### config.mk
export PLATFORM = sky130hd
export DESIGN_NAME = tick_timer
export DESIGN_NICKNAME = d
export VERILOG_FILES = /design/src/rtl/tick_timer_pkg.sv /design/src/rtl/tt_bus_regs.sv /design/src/rtl/tt_down_fsm.sv /design/src/rtl/tt_event.sv /design/src/rtl/tick_timer.sv
export SDC_FILE = /design/constraint.sdc
export NUM_CORES = 1
export LEC_CHECK = 0
export ABC_AREA = 0
export ABC_CLOCK_PERIOD_IN_PS = 3400
export BUFFER_PORTS_ARGS = -buffer_cell sky130_fd_sc_hd__buf_2
export CORE_MARGIN = 8
export CORE_UTILIZATION = 51
export CTS_BUF_LIST = sky130_fd_sc_hd__clkbuf_8
export DETAILED_ROUTE_END_ITERATION = 6
export PLACE_DENSITY = 0.84
export SLEW_MARGIN = 20
export SYNTH_ARGS = -nofsm -noshare
export SYNTH_HDL_FRONTEND = slang
export SYNTH_SLANG_ARGS = --single-unit
### constraint.sdc
create_clock -name clk -period 3.4 [get_ports clk]
set_input_delay 0.17 -clock clk [delete_from_list [all_inputs] [get_ports clk]]
set_output_delay 0.17 -clock clk [all_outputs]
set_load 0.1 [all_outputs]
### src/rtl/tick_timer_pkg.sv
package tick_timer_pkg;

    localparam int unsigned BUS_W        = 32;
    localparam int unsigned CTL_RUN_BIT  = 0;
    localparam int unsigned CTL_IRQ_BIT  = 1;
    localparam int unsigned CTL_SRC_BIT  = 2;
    localparam int unsigned CTL_FLAG_BIT = 16;

    typedef enum logic [1:0] {
        ST_HALT  = 2'd0,
        ST_PRIME = 2'd1,
        ST_DOWN  = 2'd2
    } cnt_state_e;

    typedef enum logic [1:0] {
        OP_HOLD = 2'd0,
        OP_LOAD = 2'd1,
        OP_DEC  = 2'd2,
        OP_CLR  = 2'd3
    } cnt_op_e;

    typedef enum logic [1:0] {
        REG_CTRL = 2'd0,
        REG_RLD  = 2'd1,
        REG_CUR  = 2'd2,
        REG_NONE = 2'd3
    } reg_idx_e;

endpackage

### src/rtl/tt_bus_regs.sv
module tt_bus_regs
    import tick_timer_pkg::*;
#(
    parameter int unsigned CNT_W  = 24,
    parameter int unsigned ADDR_W = 4
) (
    input  logic              clk,
    input  logic              rst_n,
    input  logic              bus_sel,
    input  logic              bus_wr,
    input  logic [ADDR_W-1:0] bus_addr,
    input  logic [BUS_W-1:0]  bus_wdata,
    input  logic [CNT_W-1:0]  cnt_val,
    input  logic              flag,
    output logic [BUS_W-1:0]  bus_rdata,
    output logic              ctl_run,
    output logic              ctl_irq_en,
    output logic              ctl_core,
    output logic [CNT_W-1:0]  rld_q,
    output logic              clr_wr,
    output logic              rd_ctl
);

    localparam logic [ADDR_W-1:0] OFF_CTRL = ADDR_W'(0);
    localparam logic [ADDR_W-1:0] OFF_RLD  = ADDR_W'(4);
    localparam logic [ADDR_W-1:0] OFF_CUR  = ADDR_W'(8);

    reg_idx_e idx;
    logic     wr_ev;
    logic     rd_ev;
    logic     unused_wdata;

    // Address decode: only the three word offsets are mapped.
    always_comb begin
        if (bus_addr == OFF_CTRL)      idx = REG_CTRL;
        else if (bus_addr == OFF_RLD)  idx = REG_RLD;
        else if (bus_addr == OFF_CUR)  idx = REG_CUR;
        else                           idx = REG_NONE;
    end

    assign wr_ev        = bus_sel & bus_wr;
    assign rd_ev        = bus_sel & ~bus_wr;
    assign clr_wr       = wr_ev & (idx == REG_CUR);
    assign rd_ctl       = rd_ev & (idx == REG_CTRL);
    assign unused_wdata = ^bus_wdata;

    always_ff @(posedge clk) begin
        if (!rst_n) begin
            ctl_run    <= 1'b0;
            ctl_irq_en <= 1'b0;
            ctl_core   <= 1'b0;
        end else if (wr_ev && idx == REG_CTRL) begin
            ctl_run    <= bus_wdata[CTL_RUN_BIT];
            ctl_irq_en <= bus_wdata[CTL_IRQ_BIT];
            ctl_core   <= bus_wdata[CTL_SRC_BIT];
        end
    end

    always_ff @(posedge clk) begin
        if (!rst_n) begin
            rld_q <= '0;
        end else if (wr_ev && idx == REG_RLD) begin
            rld_q <= bus_wdata[CNT_W-1:0];
        end
    end

    always_comb begin
        bus_rdata = '0;
        unique case (idx)
            REG_CTRL: begin
                bus_rdata[CTL_RUN_BIT]  = ctl_run;
                bus_rdata[CTL_IRQ_BIT]  = ctl_irq_en;
                bus_rdata[CTL_SRC_BIT]  = ctl_core;
                bus_rdata[CTL_FLAG_BIT] = flag;
            end
            REG_RLD:  bus_rdata = BUS_W'(rld_q);
            REG_CUR:  bus_rdata = BUS_W'(cnt_val);
            REG_NONE: bus_rdata = '0;
        endcase
    end

endmodule

### src/rtl/tt_down_fsm.sv
module tt_down_fsm
    import tick_timer_pkg::*;
#(
    parameter int unsigned CNT_W = 24
) (
    input  logic             clk,
    input  logic             rst_n,
    input  logic             run,
    input  logic             core_sel,
    input  logic             ref_tick,
    input  logic             clr,
    input  logic [CNT_W-1:0] rld,
    output logic [CNT_W-1:0] cnt_q,
    output logic             wrap_evt
);

    localparam logic [CNT_W-1:0] CNT_ZERO = '0;
    localparam logic [CNT_W-1:0] CNT_ONE  = CNT_W'(1);

    cnt_state_e state_q;
    cnt_state_e state_d;
    cnt_op_e    op;
    logic       adv;

    assign adv = run & (core_sel | ref_tick);

    // State register.
    always_ff @(posedge clk) begin
        if (!rst_n) state_q <= ST_HALT;
        else        state_q <= state_d;
    end

    // Output decode: counter operation for this cycle.
    always_comb begin
        op = OP_HOLD;
        if (clr) begin
            op = OP_CLR;
        end else if (adv) begin
            unique case (state_q)
                ST_HALT:  op = (cnt_q == CNT_ZERO) ? OP_LOAD : OP_DEC;
                ST_PRIME: op = OP_LOAD;
                ST_DOWN:  op = OP_DEC;
                default:  op = OP_HOLD;
            endcase
        end
    end

    // Next-state decode.
    always_comb begin
        state_d = state_q;
        if (!run) begin
            state_d = ST_HALT;
        end else begin
            unique case (op)
                OP_CLR:  state_d = ST_PRIME;
                OP_LOAD: state_d = (rld == CNT_ZERO) ? ST_PRIME : ST_DOWN;
                OP_DEC:  state_d = (cnt_q == CNT_ONE) ? ST_PRIME : ST_DOWN;
                OP_HOLD: begin
                    if (state_q == ST_HALT)
                        state_d = (cnt_q == CNT_ZERO) ? ST_PRIME : ST_DOWN;
                end
            endcase
        end
    end

    // Count datapath.
    always_ff @(posedge clk) begin
        if (!rst_n) begin
            cnt_q <= '0;
        end else begin
            unique case (op)
                OP_CLR:  cnt_q <= '0;
                OP_LOAD: cnt_q <= rld;
                OP_DEC:  cnt_q <= cnt_q - CNT_ONE;
                OP_HOLD: cnt_q <= cnt_q;
            endcase
        end
    end

    assign wrap_evt = (op == OP_DEC) && (cnt_q == CNT_ONE);

endmodule

### src/rtl/tt_event.sv
module tt_event (
    input  logic clk,
    input  logic rst_n,
    input  logic wrap_evt,
    input  logic rd_ctl,
    input  logic clr_wr,
    input  logic irq_en,
    output logic flag_q,
    output logic irq_q
);

    // A wrap in the same cycle as a clearing read leaves the flag set.
    always_ff @(posedge clk) begin
        if (!rst_n)                flag_q <= 1'b0;
        else if (wrap_evt)         flag_q <= 1'b1;
        else if (rd_ctl || clr_wr) flag_q <= 1'b0;
    end

    always_ff @(posedge clk) begin
        if (!rst_n) irq_q <= 1'b0;
        else        irq_q <= wrap_evt & irq_en;
    end

endmodule

### src/rtl/tick_timer.sv
module tick_timer
    import tick_timer_pkg::*;
#(
    parameter int unsigned CNT_W  = 24,
    parameter int unsigned ADDR_W = 4
) (
    input  logic              clk,
    input  logic              rst_n,
    input  logic              bus_sel,
    input  logic              bus_wr,
    input  logic [ADDR_W-1:0] bus_addr,
    input  logic [31:0]       bus_wdata,
    output logic [31:0]       bus_rdata,
    input  logic              ref_tick,
    output logic              irq
);

    logic             ctl_run;
    logic             ctl_irq_en;
    logic             ctl_core;
    logic [CNT_W-1:0] rld_q;
    logic [CNT_W-1:0] cnt_q;
    logic             clr_wr;
    logic             rd_ctl;
    logic             wrap_evt;
    logic             flag_q;
    logic             irq_q;

    tt_bus_regs #(.CNT_W(CNT_W), .ADDR_W(ADDR_W)) u_regs (
        .clk        (clk),
        .rst_n      (rst_n),
        .bus_sel    (bus_sel),
        .bus_wr     (bus_wr),
        .bus_addr   (bus_addr),
        .bus_wdata  (bus_wdata),
        .cnt_val    (cnt_q),
        .flag       (flag_q),
        .bus_rdata  (bus_rdata),
        .ctl_run    (ctl_run),
        .ctl_irq_en (ctl_irq_en),
        .ctl_core   (ctl_core),
        .rld_q      (rld_q),
        .clr_wr     (clr_wr),
        .rd_ctl     (rd_ctl)
    );

    tt_down_fsm #(.CNT_W(CNT_W)) u_fsm (
        .clk      (clk),
        .rst_n    (rst_n),
        .run      (ctl_run),
        .core_sel (ctl_core),
        .ref_tick (ref_tick),
        .clr      (clr_wr),
        .rld      (rld_q),
        .cnt_q    (cnt_q),
        .wrap_evt (wrap_evt)
    );

    tt_event u_evt (
        .clk      (clk),
        .rst_n    (rst_n),
        .wrap_evt (wrap_evt),
        .rd_ctl   (rd_ctl),
        .clr_wr   (clr_wr),
        .irq_en   (ctl_irq_en),
        .flag_q   (flag_q),
        .irq_q    (irq_q)
    );

    assign irq = irq_q;

endmodule

* Word level (Yosys, flattened, before mapping) *
Cells that the tools add are included.

word-level totals
  register bits = 55
  logic and storage cells = 59

operators by class
  $add $sub $neg = 1
  equality and inequality tests = 12
  muxes and demuxes = 18
  bitwise operators = 8
  reduce and logical (&&, ||, !) cells = 12

operators with widths
  cell                                                   count
  one-hot mux 24 bit (3 select lines)                    1
  zero test 24 bit                                       2
  one-hot mux 13 bit (2 select lines)                    1
  == test 24 x 1 -> 1 bit, second input constant         1
  subtractor 24 x 1 -> 24 bit, second input constant     1
  two-way mux 2 bit                                      8
  one-hot mux 7 bit (2 select lines)                     1
  one-hot mux 3 bit (4 select lines)                     1
  == test 2 bit, second input constant                   5
  one-hot mux 2 bit (4 select lines)                     1
  bitwise AND 1 bit                                      6
  == test 2 x 1 -> 1 bit, second input constant          3
  zero test 2 bit                                        3
  one-hot mux 2 bit (3 select lines)                     1
  == test 4 x 3 -> 1 bit, second input constant          1
  == test 4 bit, second input constant                   1
  zero test 4 bit                                        1
  one-hot mux 1 bit (4 select lines)                     1
  logical AND 1 bit                                      3
  two-way mux 1 bit                                      3
  inequality test 2 x 1 -> 1 bit, second input constant  1
  AND reduction 2 bit                                    1
  nonzero test 2 bit                                     1
  logical OR 1 bit                                       1
  2 further kinds                                        2

* Longest topological paths before layout *
Gate-level depths: netlist (run 1).

  word-level depth = 10
  mapped depth = 13
  gate-level depth less buffers = 11

* Hierarchy *
Synthesis (run 1) repeated with hierarchy kept, for this count alone.

second synthesis, totals
  cell total of the unflattened synthesis = 433
  area, all modules = 3438.3 um^2

modules (own cells, without submodules)
  module       instances  cells an instance  area an instance (um^2)  sequential area each (um^2)
  tt_down_fsm  1          250                1910.6                   520.5
  tt_bus_regs  1          178                1461.4                   540.5
  tt_event     1          5                  66.3                     40.0

* Worst setup path before layout (run 1) *
Ideal clock, no wire load.

  path kind = input-to-output
  start = input port bus_addr[1]
  end = output port bus_rdata[0]
  arrival = 3207 ps
  setup slack = 23 ps
  stages on the path = 6
  path through = or3_1 > inv_1 > ha_1 > clkbuf_1 > a22oi_1 > o21ai_0

on the way
  word-level cells in the longest chain between the ends = 6
  elaborated cells between the ends (all ways) = 11
  those cells by class = eq/ne (5); mux (4); reduce/logical (2)

RTL lines
  item                                   line               text
  start, declared                        tick_timer.sv:11   input logic [ADDR_W-1:0] bus_addr,
  == test 4 bit                          tt_bus_regs.sv:37  else if (bus_addr == OFF_CUR) idx = REG_CUR;
  two-way mux 1 bit                      tt_bus_regs.sv:37
  two-way mux 2 bit                      tt_bus_regs.sv:36  else if (bus_addr == OFF_RLD) idx = REG_RLD;
  two-way mux 2 bit *                    tt_bus_regs.sv:35  if (bus_addr == OFF_CTRL) idx = REG_CTRL;
  == test 2 bit (tied with other cells)  tt_bus_regs.sv:69  unique case (idx)
  one-hot mux 3 bit (4 select lines) *   tt_bus_regs.sv:69
  end, declared                          tick_timer.sv:13   output logic [31:0] bus_rdata,

Every way passes the cells marked *; elsewhere a longest branch is shown, timed or not.

* Final worst setup path (run 1) *
  start = register u_fsm.cnt_q[12]
  end = register u_fsm.cnt_q[23]

on the way
  word-level cells in the longest chain between the ends = 7
  elaborated cells between the ends (all ways) = 11
  those cells by class = add/sub (1); eq/ne (3); mux (5); reduce/logical (2)

RTL lines
  item                                                            line               text
  start, declared                                                 tt_down_fsm.sv:13  output logic [CNT_W-1:0] cnt_q,
  start signal, assigned                                          tt_down_fsm.sv:73  OP_LOAD: cnt_q <= rld;
  start signal, assigned                                          tt_down_fsm.sv:74  OP_DEC: cnt_q <= cnt_q - CNT_ONE;
  start signal, assigned                                          tt_down_fsm.sv:75  OP_HOLD: cnt_q <= cnt_q;
  zero test 24 bit                                                tt_down_fsm.sv:40  ST_HALT: op = (cnt_q == CNT_ZERO) ? OP_LOAD : OP_DEC;
  two-way mux 2 bit                                               tt_down_fsm.sv:40
  one-hot mux 2 bit (3 select lines)                              tt_down_fsm.sv:39  unique case (state_q)
  two-way mux 2 bit                                               tt_down_fsm.sv:38  end else if (adv) begin
  two-way mux 2 bit                                               tt_down_fsm.sv:36  if (clr) begin
  == test 2 bit / == test 2 x 1 -> 1 bit (equally long branches)  tt_down_fsm.sv:71  unique case (op)
  one-hot mux 24 bit (3 select lines)                             tt_down_fsm.sv:71

Parallel ways exist; a longest one is shown, timed or not.
A chain may end at the register's enable or synchronous reset.

==> impl_metrics.ini, run 1 <==
[run_status]
result_of_the_run = finished clean

[clock_network]
cts_hold_buffers = 0
root_buffer = sky130_fd_sc_hd__clkbuf_8
post-cts-setup-buffers = 0
tritoncts.num_buffers = 5
tritoncts_clock_tree = yes
cts_resized = 0
cts_buffer_depth = 2
clock_insertion_delay_worst_skew_ns = 0.31
htreeDepth = 2
cts.reportedPaths.clkPinSlew_ns = 0.10
tritoncts_num_sinks = 55

[floorplanning]
start_util_pct = 51.9
die-height_um = 95.9
floorplan.core_area_um2 = 6280
floorplan.rows = 29
dieArea_um2 = 9200
num_io_pins = 74
die_w_um = 95.9

[worst_setup_path]
worst_setup_path_start_kind = flip-flop
cp-end-kind = flip-flop
worst_path_max_delay_cell = sky130_fd_sc_hd__or4_4
timing.setup.critical_path_class = flip-flop to flip-flop
critPathMostFrequentCell = sky130_fd_sc_hd__o31a_1
timing.critical_path.slowest_cell_delay_ns = 0.53
worst_r2r_path_depth = 9
r2r_start = u_fsm.cnt_q[12]$_SDFFE_PN0P_
critical_path.reg2reg.endpoint = u_fsm.cnt_q[23]$_SDFFE_PN0P_
setup_slack_reg_to_reg_ns = 0.12
crit_path_cell_trace = or4_4, or3_4, o31a_1, o31a_1, ha_1, buf_4, or3_1, o211ai_1, a21oi_1
critical_path_required_ns = 3.56
endpoint_arrival_time_on_the_critical_path_ns = 3.44
worst-path-max-fanout = 11
gate_family_responsible_for_the_most_delay_along_the_worst_path = simple AND/OR/NAND/NOR gates
worst-path-buf-inv = 1

[sta]
timing.final.max_slew_violations = 0
final.setup_skew_ns = 0.0107
timing.final.crit_share_pct = 96.5
final-hold-violation-count = 0
timing.final.crit_period_ns = 3.28
fin_tns_setup_ns = 0
transition_time_of_the_tightest_slew_check_pin_ns = 0.882
slew-limit-headroom_pct = 41.2
setup_viol = 0
fmaxAchievable_mhz = 305
rsz0062_at_grt = no

[final_layout]
multi_input_area_um2 = 1980
antennaDiodeCount = 0
fillCellCount = 570
drive_gt1_share_pct = 21.0
seqCellArea_um2 = 1100
flow.area_growth_from_synthesis_pct = 15.2
layout.nets = 536
finished_cell_area_um2 = 3750

[global_routing]
groute.usage.overall_pct = 20.6
globalRoute.totalOverflow = 0
grt_max_degree = 46
grt_first_pass_wirelength_mm = 15.3
antenna_found_initial = 0
via_count_of_the_first_global_routing_pass = 3254

[min_path]
hold_path_depth = 3
min_delay_worst_endpoint = u_regs.rld_q[10]$_SDFFE_PN0P_
hold_path_startpoint = bus_wdata[10]
hp-class = input pin to flip-flop

[placement]
globalplace.congestion = 0.947
total_placed_instance_area_um2 = 3640
place.detailed.hpwl_mm = 6.69
placement.io_buffers = 57

[logic_synthesis]
yosys_warnings = 0
yosysUniqueCellTypes = 56
syn_avg_cell_area_um2 = 7.57
share_of_the_synthesized_area_in_the_top_cell_type_pct = 33.8
netlist_area_um2 = 3260
count_of_flip_flops_with_a_built_in_enable_after_synthesis = 0
synth_top_cell_by_area = sky130_fd_sc_hd__dfxtp_1
async_flop_share_pct = 0
ys_ff_latch = 55
synth_sequential_area_ratio_pct = 33.8
post_synth_main_area_contributors = sky130_fd_sc_hd__dfxtp_1 (34%), sky130_fd_sc_hd__nand2_1 (8.2%), sky130_fd_sc_hd__a22oi_1 (7.6%)
yosys_most_used_dff = sky130_fd_sc_hd__dfxtp_1
postSynthCellCount = 430

[pwr]
power-per-cell-area_nw_per_um2 = 316
vdd_ir_drop_max_v = 0.000230
leakage_uw = 0.00149

[route]
avgRoutedWirePerCell_um = 16.6
ratio_of_routed_vias_to_standard_cells = 6.01
first_pass_iteration_count_of_the_detailed_router = 5
overall_via_count_from_detail_route = 3379
drt_drc_violations_left = 0
postRouteWirelength_mm = 9.32
detail_route.iter0.violations = 276
route.antenna.remaining_nets = 0

[job]
drv_cap = 0
==> worst min-delay path, stage by stage <==
cell                      delay [ns]
sky130_fd_sc_hd__buf_2          0.09
sky130_fd_sc_hd__nand2_1        0.04
sky130_fd_sc_hd__a21oi_1        0.05
==> cell usage after synthesis, drive strengths merged (3+ instances only) <==
master  number
xnor2        6
or3          7
o31a         4
nand3        6
nor2b        4
dfxtp       55
mux2i        3
a31oi        5
or4          3
nand2b       5
nor4        14
ha          11
o22ai        4
buf         10
and3         4
nand2       71
inv         12
o21ai       16
clkbuf      27
nor3        12
a22oi       33
nor2        38
a21oi       44
o211ai       4
==> through the flow <==
stage	util [%]	instances	hold WS, ns	setup WS, ns	total power (uW)
final	59.8	562	0.0808	0.118	1190
after global routing	59.8	562	0.0756	0.000537	1230
after CTS	59.5	562	0.0808	0.126	1190
after detailed placement	58.0	554	0.416	0.171	817
after global placement	58.0	554	0.410	0.210	815
after floorplan	-	437	0.306	0.0226	779
==> sequential cells by signal, indices dropped and copies added, names as in the netlist <==
register	count
u_regs.rld_q	24
u_regs.ctl_core	1
u_regs.ctl_run	1
u_evt.irq_q	1
u_fsm.cnt_q	24
u_regs.ctl_irq_en	1
u_fsm.state_q	2
u_evt.flag_q	1
==> report_power, final <==
group,switching (uW),internal [uW]
logic,109,42.6
registers,6.15,648
clock network,216,165
total,331,855
==> per-layer routing <==
metal,global-route usage (%),wire (um),part of all wire [%]
met5,0,0,0
met4,5.38,93,1.0
met3,6.24,817,8.8
met2,34.0,4410,47
met1,25.4,4000,43
==> cell type report <==
| type | instances | area share (%) |
|---|---|---|
| Sequential cell | 55 | 29.4 |
| Tap cell | 77 | 2.57 |
| Clock inverter | 2 | 0.334 |
| Multi-Input combinational cell | 333 | 52.7 |
| Inverter | 12 | 1.20 |
| Clock buffer | 6 | 2.20 |
| Timing Repair Buffer | 77 | 11.6 |
==> how the worst max path moves through the flow <==
stage / startpoint / end / slack (ns) / depth (start not counted)
after floorplan: bus_addr[1] / bus_rdata[0] / 0.02 / 6
after global routing: u_fsm.cnt_q[12]$_SDFFE_PN0P_ / u_fsm.cnt_q[23]$_SDFFE_PN0P_ / 0.0005 / 10
after global placement: u_fsm.cnt_q[12]$_SDFFE_PN0P_ / u_fsm.cnt_q[19]$_SDFFE_PN0P_ / 0.21 / 10
after detailed placement: u_fsm.cnt_q[12]$_SDFFE_PN0P_ / u_fsm.cnt_q[13]$_SDFFE_PN0P_ / 0.17 / 10
after CTS: u_fsm.cnt_q[12]$_SDFFE_PN0P_ / u_fsm.cnt_q[19]$_SDFFE_PN0P_ / 0.13 / 10
final: u_fsm.cnt_q[12]$_SDFFE_PN0P_ / u_fsm.cnt_q[23]$_SDFFE_PN0P_ / 0.12 / 9
==> layout by cell type, fill, tap and decap left out, types with 3 or more instances in the layout <==
| master | netlist | final |
|---|---|---|
| sky130_fd_sc_hd__a21oi_1 | 44 | 44 |
| sky130_fd_sc_hd__a22oi_1 | 33 | 33 |
| sky130_fd_sc_hd__a31oi_1 | 5 | 5 |
| sky130_fd_sc_hd__and3_1 | 4 | 4 |
| sky130_fd_sc_hd__buf_2 | 1 | 57 |
| sky130_fd_sc_hd__buf_4 | 9 | 20 |
| sky130_fd_sc_hd__clkbuf_8 | 0 | 6 |
| sky130_fd_sc_hd__conb_1 | 1 | 8 |
| sky130_fd_sc_hd__dfxtp_1 | 55 | 55 |
| sky130_fd_sc_hd__ha_1 | 11 | 11 |
| sky130_fd_sc_hd__inv_1 | 11 | 12 |
| sky130_fd_sc_hd__mux2i_1 | 3 | 3 |
| sky130_fd_sc_hd__nand2_1 | 71 | 71 |
| sky130_fd_sc_hd__nand2b_1 | 5 | 4 |
| sky130_fd_sc_hd__nand3_1 | 5 | 5 |
| sky130_fd_sc_hd__nor2_1 | 38 | 38 |
| sky130_fd_sc_hd__nor2b_1 | 4 | 3 |
| sky130_fd_sc_hd__nor3_1 | 12 | 11 |
| sky130_fd_sc_hd__nor4_1 | 12 | 11 |
| sky130_fd_sc_hd__o211ai_1 | 4 | 4 |
| sky130_fd_sc_hd__o21ai_0 | 16 | 16 |
| sky130_fd_sc_hd__o22ai_1 | 4 | 4 |
| sky130_fd_sc_hd__o31a_1 | 3 | 3 |
| sky130_fd_sc_hd__or3_1 | 3 | 3 |
| sky130_fd_sc_hd__xnor2_1 | 6 | 6 |
==> cells by family after synthesis <==
family / count (synthesis) / synth area share, %
compound gates: 129 / 25.8
other cells: 1 / 0.115
flops: 55 / 33.8
buf+inv: 49 / 6.73
xor+xnor: 7 / 1.88
mux: 4 / 1.27
simple gates: 174 / 26.1
fa+ha+maj: 11 / 4.23
Power figures use the tool's default switching activity.
==> run 2, diff against run 1 <==
--- a/config.mk
+++ b/config.mk
@@ -12,7 +12,7 @@
 export CORE_UTILIZATION = 51
 export CTS_BUF_LIST = sky130_fd_sc_hd__clkbuf_8
 export DETAILED_ROUTE_END_ITERATION = 6
-export PLACE_DENSITY = 0.84
+export PLACE_DENSITY = 0.79
 export SLEW_MARGIN = 20
 export SYNTH_ARGS = -nofsm -noshare
 export SYNTH_HDL_FRONTEND = slang
==> run 2 against run 1 <==
- register-to-register slack gained 0.02 ns
- sequential share of layout area fell by 0.26 points
- combinational power barely moved
- non-clock buffer count fell by 1
- via count hardly changed
- highest routed layer unchanged
==> impl_metrics.ini, run 2 (synthesis results as in run 1) <==
[route]
drt_drc_violations_left = 0
overall_via_count_from_detail_route = 3380
first_pass_iteration_count_of_the_detailed_router = 5
ratio_of_routed_vias_to_standard_cells = 6.02
avgRoutedWirePerCell_um = 17.2
route.antenna.remaining_nets = 0
postRouteWirelength_mm = 9.67
detail_route.iter0.violations = 305

[global_routing]
groute.usage.overall_pct = 21.7
antenna_found_initial = 0
grt_max_degree = 46
grt.met2_usage_pct = 35.1
gr-max-usage-layer = met2
grt_first_pass_wirelength_mm = 16.1
grt_use_met1_pct = 28.3
globalRoute.totalOverflow = 0
grt.met3_usage_pct = 3.98
via_count_of_the_first_global_routing_pass = 3310

[floorplanning]
die_w_um = 95.9
start_util_pct = 51.9
die-height_um = 95.9
num_io_pins = 74
floorplan.core_area_um2 = 6280
dieArea_um2 = 9200
floorplan.rows = 29

[worst_setup_path]
critical_path.reg2reg.endpoint = u_fsm.cnt_q[16]$_SDFFE_PN0P_
setup_slack_reg_to_reg_ns = 0.13
endpoint_arrival_time_on_the_critical_path_ns = 3.46
worst-path-max-fanout = 9
worst_path_max_delay_cell = sky130_fd_sc_hd__or4_4
worst-path-buf-inv = 1
gate_family_responsible_for_the_most_delay_along_the_worst_path = simple AND/OR/NAND/NOR gates
cp-end-kind = flip-flop
worst_r2r_path_depth = 9
critPathMostFrequentCell = sky130_fd_sc_hd__o31a_1
critical_path_required_ns = 3.60
crit_path_cell_trace = or4_4, or3_4, o31a_1, o31a_1, ha_1, buf_4, or3_2, o211ai_1, a31oi_1
worst_setup_path_startpoint = u_fsm.cnt_q[10]$_SDFFE_PN0P_
timing.setup.critical_path_class = flip-flop to flip-flop
timing.critical_path.slowest_cell_delay_ns = 0.56
worst_setup_path_start_kind = flip-flop
r2r_start = u_fsm.cnt_q[10]$_SDFFE_PN0P_

[sta]
setup_viol = 0
fmaxAchievable_mhz = 306
slew-limit-headroom_pct = 40.0
timing.final.max_slew_violations = 0
timing.final.crit_share_pct = 96.1
timing.final.crit_period_ns = 3.27
final-hold-violation-count = 0
final.setup_skew_ns = 0.00522
fin_tns_setup_ns = 0
transition_time_of_the_tightest_slew_check_pin_ns = 0.899

[job]
drv_cap = 0

[clock_network]
clock_insertion_delay_worst_skew_ns = 0.31
tritoncts_clock_tree = yes
tritoncts.num_buffers = 5
htreeDepth = 2
cts.reportedPaths.clkPinSlew_ns = 0.10
cts_buffer_depth = 2
root_buffer = sky130_fd_sc_hd__clkbuf_8
tritoncts_num_sinks = 55
post-cts-setup-buffers = 0

[run_status]
result_of_the_run = finished clean

[final_layout]
flow.area_growth_from_synthesis_pct = 16.3
drive_gt1_share_pct = 20.7
seqCellArea_um2 = 1100
mostFrequentLayoutCell = sky130_fd_sc_hd__nand2_1
fin_util_pct = 60.3
most-common-layout-cells = sky130_fd_sc_hd__nand2_1 (71), sky130_fd_sc_hd__buf_2 (57), sky130_fd_sc_hd__dfxtp_1 (55)
biggestRegsByFlops = u_fsm.cnt_q (24), u_regs.rld_q (24), u_fsm.state_q (2)
fillCellCount = 588
finished_cell_area_um2 = 3780
antennaDiodeCount = 0
multi_input_area_um2 = 1980
layout.nets = 535

[pwr]
internal_power_uw = 982
switching_share_pct = 25.3
switchingPower_uw = 333
pwr-share-comb_pct = 11.6
power-per-cell-area_nw_per_um2 = 347
share_clk_of_total_power_pct = 38.6
leakage_uw = 0.00150
vdd_ir_drop_max_v = 0.000234
seq_power_share_pct = 49.8

[placement]
placement.io_buffers = 57
total_placed_instance_area_um2 = 3630
globalplace.congestion = 0.896
place.detailed.hpwl_mm = 6.87

[min_path]
hold_path_startpoint = bus_wdata[3]
min_delay_worst_endpoint = u_regs.rld_q[3]$_SDFFE_PN0P_
hold_path_depth = 3
hp-class = input pin to flip-flop
run 2: routing by layer:
metal	share of wire (%)	vias to the layer above
met2	47	157
met1	43	1570
met4	2.2	0
li1	-	1633
met5	0	-
met3	7.9	20
run 2: worst max path at each step:
stage / cells after the start / endpoint
finish: 9 / u_fsm.cnt_q[16]$_SDFFE_PN0P_
global route: 10 / u_fsm.cnt_q[23]$_SDFFE_PN0P_
CTS: 10 / u_fsm.cnt_q[23]$_SDFFE_PN0P_
detailed placement: 10 / u_fsm.cnt_q[23]$_SDFFE_PN0P_
global placement: 10 / u_fsm.cnt_q[23]$_SDFFE_PN0P_
floorplan: 6 / bus_rdata[0]
run 2: worst min-delay path: cells and delay by family:
kind	cells	cell delay [ns]
buffers and inverters	1	0.09
AND/OR/NAND/NOR	1	0.05
AO/OA/AOI/OAI	1	0.05
run 2: cell type report:
| class | instances | share of cell area (%) |
|---|---|---|
| multi-input combinational | 333 | 52.4 |
| sequential | 55 | 29.1 |
| timing repair buffer | 76 | 11.3 |
| tap | 77 | 2.55 |
| clock buffer | 5 | 1.82 |
| clock inverter | 3 | 1.69 |
| inverter | 12 | 1.19 |
run 2: repair_timing:
| item | in CTS | in global routing |
|---|---|---|
| setup endpoints to repair | 0 | 6 |
| hold buffers | 0 | 0 |
| gates resized for setup | 0 | 4 |
run 2: through the flow:
stage	power, uW	hold slack (ns)	cells	worst slack [ns]
after global routing	1370	0.0867	561	-0.0307
after global placement	814	0.410	553	0.214
after detailed placement	817	0.415	553	0.152
after CTS	1320	0.0804	561	0.122
final	1310	0.0869	561	0.134
after floorplan	779	0.306	437	0.0226
run 2: power groups by stage:
stage                     registers (uW)  logic (uW)  clock network, uW
final                                654         152                508
after detailed placement             669         148                  0
after global placement               669         145                  0
after floorplan                      667         112                  0
after global routing                 655         163                547
after CTS                            654         149                517
